## src/rtl/dbf_pkg.sv

```systemverilog
package dbf_pkg;
   localparam int ADDR_W = 16;
   localparam int BYTE_W = 8;

   typedef enum logic [1:0] {
      PAIR_NONE = 2'd0,
      PAIR_PRI  = 2'd1,
      PAIR_SEC  = 2'd2
   } pair_e;

   typedef struct packed {
      logic [ADDR_W-1:0] faddr;
      logic              rd;
      logic              wr;
      logic [ADDR_W-1:0] daddr;
      logic [BYTE_W-1:0] wdata;
   } cyc_t;

   // code bus chosen for one fetch address
   function automatic pair_e route_fetch(input logic bs, input logic ea,
                                         input logic [ADDR_W-1:0] a,
                                         input logic [ADDR_W-1:0] lim);
      if (!ea)
         return bs ? PAIR_SEC : PAIR_PRI;
      else if (!bs)
         return PAIR_NONE;
      else
         return (a < lim) ? PAIR_SEC : PAIR_PRI;
   endfunction
endpackage

```

## src/rtl/dbf_timer.sv

```systemverilog
module dbf_timer
   import dbf_pkg::*;
#(
   parameter int PHASES = 12,
   parameter int PW     = $clog2(PHASES)
) (
   input  logic          clk,
   input  logic          rst,
   input  cyc_t          req,
   output logic [PW-1:0] phase,
   output cyc_t          cyc
);
   localparam logic [PW-1:0] LAST = PW'(PHASES - 1);

   always_ff @(posedge clk) begin
      if (rst) begin
         phase <= '0;
         cyc   <= '0;
      end else if (phase == LAST) begin
         phase <= '0;
         cyc   <= req;
      end else begin
         phase <= phase + PW'(1);
      end
   end


   phase_step_chk: assert property (@(posedge clk) disable iff (rst)
      (phase != LAST) |=> (phase == $past(phase) + PW'(1)));

   phase_wrap_chk: assert property (@(posedge clk) disable iff (rst)
      (phase == LAST) |=> (phase == '0));

   phase_range_chk: assert property (@(posedge clk) disable iff (rst)
      phase <= LAST);
endmodule

```

## src/rtl/dbf_strobe.sv

```systemverilog
module dbf_strobe
   import dbf_pkg::*;
#(
   parameter int                PHASES  = 12,
   parameter int                ALE_LEN = 2,
   parameter int                STB_LEN = 3,
   parameter logic [ADDR_W-1:0] LIMIT   = 16'h2000,
   parameter int                PW      = $clog2(PHASES)
) (
   input  logic              clk,
   input  logic              rst,
   input  logic              idle,
   input  logic              bus_sel,
   input  logic              ext_acc,
   input  logic [PW-1:0]     phase,
   input  logic [ADDR_W-1:0] cyc_faddr,
   input  logic              cyc_rd,
   input  logic              cyc_wr,
   output logic              ale,
   output logic              psen_pri_n,
   output logic              psen_sec_n,
   output logic              rd_n,
   output logic              wr_n,
   output logic              slot,
   output logic              in_ale,
   output logic              stb_last,
   output logic              data_cyc,
   output pair_e             slot_pair,
   output logic [ADDR_W-1:0] slot_addr
);
   localparam int            HALF   = PHASES / 2;
   localparam logic [PW-1:0] HALF_P = PW'(HALF);
   localparam logic [PW-1:0] ALE_P  = PW'(ALE_LEN);
   localparam logic [PW-1:0] SEND_P = PW'(ALE_LEN + STB_LEN);
   localparam logic [PW-1:0] SLST_P = PW'(ALE_LEN + STB_LEN - 1);
   localparam logic [PW-1:0] DLO_P  = PW'(ALE_LEN + 1);
   localparam logic [PW-1:0] DHI_P  = PW'(PHASES - ALE_LEN - 1);

   logic [PW-1:0] sp;
   logic          in_stb;
   logic          quiet;
   logic          dstb;

   assign quiet     = rst | idle;
   assign slot      = (phase >= HALF_P);
   assign sp        = slot ? (phase - HALF_P) : phase;
   assign in_ale    = (sp < ALE_P);
   assign in_stb    = (sp >= ALE_P) && (sp < SEND_P);
   assign stb_last  = (sp == SLST_P);
   assign data_cyc  = cyc_rd | cyc_wr;
   assign slot_addr = slot ? (cyc_faddr + ADDR_W'(1)) : cyc_faddr;
   assign slot_pair = data_cyc ? PAIR_NONE
                               : route_fetch(bus_sel, ext_acc, slot_addr, LIMIT);
   assign dstb      = (phase >= DLO_P) && (phase <= DHI_P);

   assign ale        = quiet | (in_ale & ~(data_cyc & slot));
   assign psen_pri_n = ~(~quiet & in_stb & (slot_pair == PAIR_PRI));
   assign psen_sec_n = ~(~quiet & in_stb & (slot_pair == PAIR_SEC));
   assign rd_n       = ~(~quiet & cyc_rd & dstb);
   assign wr_n       = ~(~quiet & cyc_wr & dstb);


   psen_excl_chk: assert property (@(posedge clk) disable iff (rst)
      !(!psen_pri_n && !psen_sec_n));

   invalid_nostb_chk: assert property (@(posedge clk) disable iff (rst)
      (!bus_sel && ext_acc) |-> (psen_pri_n && psen_sec_n));

   data_nopsen_chk: assert property (@(posedge clk) disable iff (rst)
      (!rd_n || !wr_n) |-> (psen_pri_n && psen_sec_n && !ale));

   rdwr_excl_chk: assert property (@(posedge clk) disable iff (rst)
      !(!rd_n && !wr_n));

   idle_quiet_chk: assert property (@(posedge clk) disable iff (rst)
      idle |-> (ale && psen_pri_n && psen_sec_n && rd_n && wr_n));
endmodule

```

## src/rtl/dbf_ports.sv

```systemverilog
module dbf_ports
   import dbf_pkg::*;
#(
   parameter int PHASES  = 12,
   parameter int ALE_LEN = 2,
   parameter int STB_LEN = 3,
   parameter int PW      = $clog2(PHASES)
) (
   input  logic              clk,
   input  logic              rst,
   input  logic              idle,
   input  logic              bus_sel,
   input  logic [PW-1:0]     phase,
   input  logic              slot,
   input  logic              in_ale,
   input  logic              stb_last,
   input  logic              data_cyc,
   input  pair_e             slot_pair,
   input  logic [ADDR_W-1:0] slot_addr,
   input  logic              cyc_wr,
   input  logic [ADDR_W-1:0] cyc_daddr,
   input  logic [BYTE_W-1:0] cyc_wdata,
   input  logic              io_we,
   input  logic [BYTE_W-1:0] io_lo_d,
   input  logic [BYTE_W-1:0] io_hi_d,
   input  logic [BYTE_W-1:0] pri_lo_in,
   input  logic [BYTE_W-1:0] sec_lo_in,
   output logic [BYTE_W-1:0] pri_lo_out,
   output logic              pri_lo_oe,
   output logic [BYTE_W-1:0] pri_hi_out,
   output logic [BYTE_W-1:0] sec_lo_out,
   output logic              sec_lo_oe,
   output logic [BYTE_W-1:0] sec_hi_out,
   output logic [BYTE_W-1:0] opcode,
   output logic              opcode_vld
);
   localparam logic [BYTE_W-1:0] ONES   = '1;
   localparam logic [PW-1:0]     VLD0_P = PW'(ALE_LEN + STB_LEN);
   localparam logic [PW-1:0]     VLD1_P = PW'(PHASES / 2 + ALE_LEN + STB_LEN);

   logic              quiet;
   logic              f_act [2];
   logic              f_oe  [2];
   logic [BYTE_W-1:0] f_lo  [2];
   logic [BYTE_W-1:0] f_hi  [2];
   logic [BYTE_W-1:0] io_lo_q;
   logic [BYTE_W-1:0] io_hi_q;

   assign quiet = rst | idle;

   // fetch-driven values for each pair: 0 primary, 1 secondary
   for (genvar g = 0; g < 2; g++) begin : g_pair
      localparam pair_e ME = (g == 0) ? PAIR_PRI : PAIR_SEC;
      assign f_act[g] = ~quiet & (slot_pair == ME);
      assign f_oe[g]  = f_act[g] & in_ale;
      assign f_lo[g]  = f_act[g] ? slot_addr[BYTE_W-1:0]      : ONES;
      assign f_hi[g]  = f_act[g] ? slot_addr[ADDR_W-1:BYTE_W] : ONES;
   end

   always_comb begin
      if (!quiet && data_cyc) begin
         pri_hi_out = cyc_daddr[ADDR_W-1:BYTE_W];
         if (!slot && in_ale) begin
            pri_lo_out = cyc_daddr[BYTE_W-1:0];
            pri_lo_oe  = 1'b1;
         end else if (cyc_wr) begin
            pri_lo_out = cyc_wdata;
            pri_lo_oe  = 1'b1;
         end else begin
            pri_lo_out = ONES;
            pri_lo_oe  = 1'b0;
         end
      end else begin
         pri_lo_out = f_lo[0];
         pri_lo_oe  = f_oe[0];
         pri_hi_out = f_hi[0];
      end
   end

   always_comb begin
      if (!bus_sel) begin
         sec_lo_out = io_lo_q;
         sec_lo_oe  = 1'b1;
         sec_hi_out = io_hi_q;
      end else begin
         sec_lo_out = f_lo[1];
         sec_lo_oe  = f_oe[1];
         sec_hi_out = f_hi[1];
      end
   end

   always_ff @(posedge clk) begin
      if (rst) begin
         io_lo_q <= ONES;
         io_hi_q <= ONES;
      end else if (io_we) begin
         io_lo_q <= io_lo_d;
         io_hi_q <= io_hi_d;
      end
   end

   always_ff @(posedge clk) begin
      if (rst) begin
         opcode     <= '0;
         opcode_vld <= 1'b0;
      end else begin
         opcode_vld <= 1'b0;
         if (stb_last && (f_act[0] || f_act[1])) begin
            opcode     <= f_act[1] ? sec_lo_in : pri_lo_in;
            opcode_vld <= 1'b1;
         end
      end
   end


   opvld_phase_chk: assert property (@(posedge clk) disable iff (rst)
      opcode_vld |-> (phase == VLD0_P || phase == VLD1_P));

   data_sec_quiet_chk: assert property (@(posedge clk) disable iff (rst)
      (data_cyc && bus_sel) |-> !sec_lo_oe);
endmodule

```

## src/rtl/dbfetch_seq.sv

```systemverilog
module dbfetch_seq
   import dbf_pkg::*;
#(
   parameter int                PHASES    = 12,
   parameter int                ALE_LEN   = 2,
   parameter int                STB_LEN   = 3,
   parameter logic [ADDR_W-1:0] SEC_LIMIT = 16'h2000,
   parameter int                PW        = $clog2(PHASES)
) (
   input  logic              clk,
   input  logic              rst,
   input  logic              bus_sel,
   input  logic              ext_acc,
   input  logic              idle,
   input  logic [ADDR_W-1:0] fetch_addr,
   input  logic              data_rd,
   input  logic              data_wr,
   input  logic [ADDR_W-1:0] data_addr,
   input  logic [BYTE_W-1:0] wr_data,
   input  logic              io_we,
   input  logic [BYTE_W-1:0] io_lo_d,
   input  logic [BYTE_W-1:0] io_hi_d,
   input  logic [BYTE_W-1:0] pri_lo_in,
   input  logic [BYTE_W-1:0] sec_lo_in,
   output logic [PW-1:0]     phase,
   output logic              ale,
   output logic              psen_pri_n,
   output logic              psen_sec_n,
   output logic              rd_n,
   output logic              wr_n,
   output logic [BYTE_W-1:0] pri_lo_out,
   output logic              pri_lo_oe,
   output logic [BYTE_W-1:0] pri_hi_out,
   output logic [BYTE_W-1:0] sec_lo_out,
   output logic              sec_lo_oe,
   output logic [BYTE_W-1:0] sec_hi_out,
   output logic [BYTE_W-1:0] opcode,
   output logic              opcode_vld
);
   if (PHASES % 2 != 0) begin : g_bad_odd
      $error("phase count must be even");
   end
   if (ALE_LEN < 1 || STB_LEN < 1) begin : g_bad_len
      $error("latch and strobe lengths must be at least one phase");
   end
   if (ALE_LEN + STB_LEN >= PHASES / 2) begin : g_bad_fit
      $error("latch plus strobe must fit inside half a cycle");
   end
   if (PW < $clog2(PHASES)) begin : g_bad_pw
      $error("phase width too small");
   end

   cyc_t              req;
   cyc_t              cyc;
   logic              slot;
   logic              in_ale;
   logic              stb_last;
   logic              data_cyc;
   pair_e             slot_pair;
   logic [ADDR_W-1:0] slot_addr;

   assign req = '{faddr: fetch_addr, rd: data_rd, wr: data_wr,
                  daddr: data_addr, wdata: wr_data};

   dbf_timer #(.PHASES(PHASES), .PW(PW)) u_timer (
      .clk   (clk),
      .rst   (rst),
      .req   (req),
      .phase (phase),
      .cyc   (cyc)
   );

   dbf_strobe #(.PHASES(PHASES), .ALE_LEN(ALE_LEN), .STB_LEN(STB_LEN),
                .LIMIT(SEC_LIMIT), .PW(PW)) u_strobe (
      .clk        (clk),
      .rst        (rst),
      .idle       (idle),
      .bus_sel    (bus_sel),
      .ext_acc    (ext_acc),
      .phase      (phase),
      .cyc_faddr  (cyc.faddr),
      .cyc_rd     (cyc.rd),
      .cyc_wr     (cyc.wr),
      .ale        (ale),
      .psen_pri_n (psen_pri_n),
      .psen_sec_n (psen_sec_n),
      .rd_n       (rd_n),
      .wr_n       (wr_n),
      .slot       (slot),
      .in_ale     (in_ale),
      .stb_last   (stb_last),
      .data_cyc   (data_cyc),
      .slot_pair  (slot_pair),
      .slot_addr  (slot_addr)
   );

   dbf_ports #(.PHASES(PHASES), .ALE_LEN(ALE_LEN), .STB_LEN(STB_LEN),
               .PW(PW)) u_ports (
      .clk        (clk),
      .rst        (rst),
      .idle       (idle),
      .bus_sel    (bus_sel),
      .phase      (phase),
      .slot       (slot),
      .in_ale     (in_ale),
      .stb_last   (stb_last),
      .data_cyc   (data_cyc),
      .slot_pair  (slot_pair),
      .slot_addr  (slot_addr),
      .cyc_wr     (cyc.wr),
      .cyc_daddr  (cyc.daddr),
      .cyc_wdata  (cyc.wdata),
      .io_we      (io_we),
      .io_lo_d    (io_lo_d),
      .io_hi_d    (io_hi_d),
      .pri_lo_in  (pri_lo_in),
      .sec_lo_in  (sec_lo_in),
      .pri_lo_out (pri_lo_out),
      .pri_lo_oe  (pri_lo_oe),
      .pri_hi_out (pri_hi_out),
      .sec_lo_out (sec_lo_out),
      .sec_lo_oe  (sec_lo_oe),
      .sec_hi_out (sec_hi_out),
      .opcode     (opcode),
      .opcode_vld (opcode_vld)
   );


   req_excl_chk: assert property (@(posedge clk) disable iff (rst)
      !(data_rd && data_wr));
endmodule

```

## config.mk

```make
export PLATFORM = sky130hd
export DESIGN_NAME = dbfetch_seq
export DESIGN_NICKNAME = d
export VERILOG_FILES = /design/src/rtl/dbf_pkg.sv /design/src/rtl/dbf_timer.sv /design/src/rtl/dbf_strobe.sv /design/src/rtl/dbf_ports.sv /design/src/rtl/dbfetch_seq.sv
export SDC_FILE = /design/constraint.sdc
export NUM_CORES = 1
export LEC_CHECK = 0
export BUFFER_PORTS_ARGS = -buffer_cell sky130_fd_sc_hd__buf_2
export CAP_MARGIN = 5
export CORE_ASPECT_RATIO = 0.7
export CORE_UTILIZATION = 40
export CTS_CLUSTER_DIAMETER = 50
export DETAILED_ROUTE_END_ITERATION = 10
export PLACE_DENSITY_LB_ADDON = 0.05
export SLEW_MARGIN = 20
export SYNTH_ARGS = -nofsm -noshare
export SYNTH_HDL_FRONTEND = slang
export SYNTH_SLANG_ARGS = --single-unit
```

## constraint.sdc

```tcl
create_clock -name clk -period 2.3 [get_ports clk]
set_input_delay 0.23 -clock clk [delete_from_list [all_inputs] [get_ports clk]]
set_output_delay 0.23 -clock clk [all_outputs]
set_load 0.02 [all_outputs]
```

# After elaboration in Yosys (flattened, before gate mapping)
# Index checks and enable logic that the tools add are counted.
# W data, S select, Z words.
# word_totals
regBits	71
input_bits	80
output_inout_bits	52
elab_cells	78
# op_classes
n_addsub	3
n_lt_le_gt_ge	7
n_eq_ne	4
mux	23
n_bitwise	22
reduce_logical	9
# ops
op	n
$mux W8	11
$add A16 B1 Y16 const B	1
$lt A16 B14 Y1 const B	1
$mux W16	1
$and A1 B1 Y1	13
$mux W2	5
$ge A4 B2 Y1 const B	2
$not A1 Y1	6
$logic_and A1 B1 Y1	5
$mux W1	5
$add A4 B1 Y4 const B	1
$eq A4 B3 Y1 const B	1
$eq A4 B4 Y1 const B	1
$ge A4 B3 Y1 const B	1
$le A4 B4 Y1 const B	1
$lt A4 B2 Y1 const B	1
$lt A4 B3 Y1 const B	1
$mux W4	1
$sub A4 B3 Y4 const B	1
$or A1 B1 Y1	3
$eq A2 B1 Y1 const B	1
$eq A2 B2 Y1 const B	1
$logic_not A1 Y1	2
$reduce_or A2 Y1	1
$logic_or A1 B1 Y1	1

# Longest topological paths before layout
# logic_depth
ltp_word	12
ltp_mapped	9
depth_no_buf	8

# By module
# A second synthesis with hierarchy kept.
# hier_totals
hier_cells	452
area_unflattened_um2	3857.4
# modules_own_cells
mod	instances	cells_per_inst	area_per_inst_um2
dbf_timer	1	199	1699.1
dbf_ports	1	154	1470.2
dbf_strobe	1	99	688.2

# Worst setup path before layout
# Ideal clock, no wire load.
# synth_timing
path_type	reg2out
startpoint	register u_timer.phase[1]
endpoint	output port sec_lo_oe
arrival_time_ns	2.681
slack_ns	-0.611
stages_incl_launch_ff	9
path_buffers	1
cell_sequence	dfxtp_1 ha_1 nor2b_1 o311a_4 a311o_1 a21bo_4 o21bai_4 buf_6 o31ai_1
# synth_via
elab_chain_cells	11
word_cells_on_any_way	14
classes_between	add/sub: 1; order compare: 3; eq/ne: 1; mux: 7; bitwise: 2
# synth_rtl
item	line	rtl
start: declaration	dbf_timer.sv:10	output logic [PW-1:0] phase,
start signal: assignment	dbf_timer.sv:23	phase <= phase + PW'(1);
$ge A4 B3 Y1	dbf_strobe.sv:45	assign slot = (phase >= HALF_P);
$mux W16	dbf_strobe.sv:51	assign slot_addr = slot ? (cyc_faddr + ADDR_W'(1)) : cyc_faddr;
$lt A16 B14 Y1	dbf_pkg.sv:28	return (a < lim) ? PAIR_SEC : PAIR_PRI;
$mux W2	dbf_pkg.sv:28	
$mux W2	dbf_pkg.sv:25	else if (!bs)
$mux W2	dbf_pkg.sv:23	if (!ea)
$mux W2	dbf_strobe.sv:52	assign slot_pair = data_cyc ? PAIR_NONE
$eq A2 B2 Y1	dbf_ports.sv:54	assign f_act[g] = ~quiet & (slot_pair == ME);
$and A1 B1 Y1	dbf_ports.sv:54	
$and A1 B1 Y1 (*)	dbf_ports.sv:55	assign f_oe[g] = f_act[g] & in_ale;
$mux W1 (*)	dbf_ports.sv:81	if (!bus_sel) begin
end: declaration	dbfetch_seq.sv:35	output logic sec_lo_oe,
# Mark *: on every way between the ends. The rest lies on a longest branch, timed or not.

# Worst setup path in the final report
# layout_timing
startpoint	register u_timer.phase[1]
endpoint	output port pri_lo_out[4]
# layout_via
elab_chain_cells	11
word_cells_on_any_way	17
classes_between	add/sub: 1; order compare: 3; eq/ne: 1; mux: 9; bitwise: 1; reduce/logical: 2
# layout_rtl
item	line	rtl
$ge A4 B3 Y1	dbf_strobe.sv:45	
$mux W16	dbf_strobe.sv:51	
$lt A16 B14 Y1	dbf_pkg.sv:28	
$mux W2	dbf_pkg.sv:28	
$mux W2	dbf_pkg.sv:25	
$mux W2	dbf_pkg.sv:23	
$mux W2	dbf_strobe.sv:52	
$eq A2 B1 Y1	dbf_ports.sv:54	
$and A1 B1 Y1	dbf_ports.sv:54	
$mux W8	dbf_ports.sv:56	assign f_lo[g] = f_act[g] ? slot_addr[BYTE_W-1:0] : ONES;
$mux W8 (*)	dbf_ports.sv:61	if (!quiet && data_cyc) begin
end: declaration	dbfetch_seq.sv:31	output logic [BYTE_W-1:0] pri_lo_out,
# Marked as above.

==> out/summary.txt <==
DRC - 0
Number of flops mapped to enable cells by yosys - 0
Pre-CTS setup slack - -0.205 ns
VDD IR max - 437 uV
Arrival time worst endpoint - 2.54 ns
Leakage Power - 2.57 nW
Total CTS buffers - 9
Clk buf depth - 2
Final TNS setup - -15.51 ns
Share of the synthesized area in the top cell type - 35.6%
Final wirelength - 13300 microns
DP HPWL - 9800 microns
Most used cell, CP - buf_6
WL/cell - 15.8 microns
Clock Skews - 0.00588 ns
I/O pins - 132
CTS root buf - clkbuf_16
Crit path max fanout - 7
Seq cells post-synth - 71
Final #Nets - 793
Prevailing post-synth register cell - dfxtp_1
Final slew viol count - 0
Ys async rst share - 0%
Vias in the first global route - 4175
Final setup margin - -0.475 ns
# setup viols final - 38
Slew HR - 34.6%
CTS clk-pin slew, worst paths - 0.05 ns
Worst EP required - 2.07 ns
I/O Buffers - 131
Comb power frac - 17.9%
Slew @ Worst Pin - 0.974 ns
CP max-delay cell - or3_4
Warnings from Yosys - 0
FP Rows - 30
Post-CTS Hold Fix Bufs - 0
H-tree depth - 3
Int Power - 0.00255 W
Critical path class - flop to primary output
Final Cycle Share - 121%
Antenna diodes - 0
Initial Utilization - 41.2%
Core footprint - 9680 sq um
Total clock sinks - 71
Critical Path Start Type - flop
RSZ-0062 raised after global routing - true
Syn nets - 616
Clock network power share - 44.8%
Synth area leaders - dfxtp_1, nand2_1, a21oi_1, nor2_1, a211o_1
Detailed-route via count - 4527
Register area share after synthesis - 35.6%
Crit-path leading delay family - simple AND/OR/NAND/NOR gates
Switching power - 0.000871 W
Net Sw Frac - 25.4%
Share of layout cells above drive strength 1 - 41.7%
Die height - 85.5 microns
Total GRT Usage - 26.3%
Buf/Inv on CP - 4
Final hold vios - 0
Distinct cells, synth - 55
Post-synthesis area per instance - 7.51 sq um
Synthesized instance count - 531
Crit-path max cell delay - 0.40 ns
Min-Delay Path Class - input pin to flop
Antenna violations before repair - 0
Clock Latency Late Sink - 0.34 ns
PwrDens - 545 nW/um^2
Initial DRC Count - 301
Maximum capacitance violations - 0
First-pass GRT wire length - 21300 microns
Overflow after GRT - 0
Area leader, netlist - dfxtp_1
Worst path cell trace - ha_4 -> nand2b_4 -> a311o_1 -> or3_4 -> and2_4 -> buf_6 -> a21oi_4 -> buf_6 -> buf_16 -> a21oi_4 -> buf_6
Violated checks - setup timing
Max Clk Rate - 360 MHz
Status - finished, violations left
Largest net degree at the start of global routing - 71
Floorplan die width - 121 microns
Crit end category - primary output
Mapped Area - 3990 sq um
Fin crit period - 2.77 ns
Antenna Nets Post-Route - 0
Part of the power in registers - 37.2%
Drt pass-1 iters - 4
DR vias/cell - 5.39
Die Footprint - 10400 sq um
TritonCTS clock tree - yes
Area grow syn2layout - 57.6%
Placer Congestion - 0.860
[what timing repair did]
item | 4_1_cts | 5_1_grt
cloned | 1 | 0
gates resized for setup | 89 | 27
pin swaps | 14 | 4
buffers inserted | 5 | 1
setup endpoints to repair | 44 | 45
[cells in the mapped netlist (2+ instances only)]
master,count
a211o_1,16
a21oi_1,63
a221oi_1,8
a311o_1,2
a31oi_1,14
and4_1,2
buf_2,5
buf_6,3
clkbuf_1,31
clkinv_1,2
dfxtp_1,71
ha_1,5
inv_1,22
nand2_1,107
nand2b_1,2
nand3_1,12
nand3b_1,2
nand4_1,2
nor2_1,42
nor2b_1,17
nor3_1,6
nor3b_1,2
nor4_1,2
o21ai_0,11
o21bai_1,8
o22a_1,15
o22ai_1,15
o31ai_1,4
or3_1,6
or4_1,5
xnor2_1,3
xor2_1,3
[cell families (layout without fill, tap and decap cells)]
family,count (synthesis),after routing,share of synthesized area [%]
DFF,71,71,35.6
and+or+nand+nor,212,212,24.3
adders and majority gates,5,5,1.57
xor gates and xnor gates,6,6,1.32
AOI/OAI and AO/OA,173,173,30.3
muxes,1,1,0.251
buffers and inverters,63,244,6.65
[placed cells by master, fill, tap and decap left out, drive strengths merged, types with 3 or more instances in the layout]
| cell | n |
|---|---|
| a211o | 16 |
| a21oi | 64 |
| a221oi | 8 |
| a31oi | 14 |
| buf | 205 |
| clkbuf | 11 |
| clkinv | 4 |
| dfxtp | 71 |
| ha | 5 |
| inv | 22 |
| nand2 | 107 |
| nand3 | 12 |
| nand4 | 3 |
| nor2 | 42 |
| nor2b | 17 |
| nor3 | 6 |
| o21ai | 12 |
| o21bai | 9 |
| o22a | 15 |
| o22ai | 15 |
| o31ai | 4 |
| or3 | 6 |
| or4 | 5 |
| xnor2 | 3 |
| xor2 | 3 |
[layout make-up]
cell class | instances | area [sq um]
multi-input cells | 397 | 2790
clock inverters | 4 | 77.6
repair buffers | 205 | 1490
fillers | 833 | 3400
flip-flops and latches | 71 | 1430
inverters | 24 | 92.6
well taps | 128 | 160
clock buffers | 11 | 254
[power by group through the flow]
stage | clock, W | combinational (W) | sequential, W
6_report | 0.00154 | 0.000613 | 0.00128
3_5_place_dp | 0 | 0.000534 | 0.00130
4_1_cts | 0.00156 | 0.000586 | 0.00127
3_3_place_gp | 0 | 0.000527 | 0.00130
5_1_grt | 0.00163 | 0.000657 | 0.00128
2_1_floorplan | 0 | 0.000307 | 0.00131
[sequential cells by signal, summed over array words and instances, names as in the netlist]
signal	count
u_timer.cyc	42
u_ports.io_hi_q	8
u_ports.io_lo_q	8
u_ports.opcode	8
u_timer.phase	4
u_ports.opcode_vld	1
[layer usage]
layer / global-route usage, % / part of all wire, %
met1: 39.7 / 51
met2: 37.8 / 41
met3: 5.05 / 6.5
met4: 6.85 / 1.1
met5: 0 / 0
[worst paths after layout]
kind                    startpoint                  to  slack, ns  cells after the start
hold reg to reg     u_timer.cyc[2]      u_timer.cyc[2]       0.46                      2
setup reg to reg  u_timer.phase[1]   u_ports.opcode[2]      -0.01                      9
hold / removal          io_hi_d[2]  u_ports.io_hi_q[2]       0.11                      2
setup / recovery  u_timer.phase[1]       pri_lo_out[4]      -0.47                     11
[per-stage QoR]
| stage | hold WS, ns | util, % | area, sq um | power [W] | std cells |
|---|---|---|---|---|---|
| 2_1_floorplan | 0.348 | - | 4290 | 0.00161 | 531 |
| 3_3_place_gp | 0.440 | 56.4 | 5460 | 0.00183 | 819 |
| 3_5_place_dp | 0.444 | 56.4 | 5460 | 0.00184 | 819 |
| 4_1_cts | 0.100 | 63.9 | 6190 | 0.00342 | 840 |
| 5_1_grt | 0.102 | 64.9 | 6290 | 0.00356 | 840 |
| 6_report | 0.106 | 64.9 | 6290 | 0.00342 | 840 |
No activity file was read; power rests on OpenSTA's default activity.
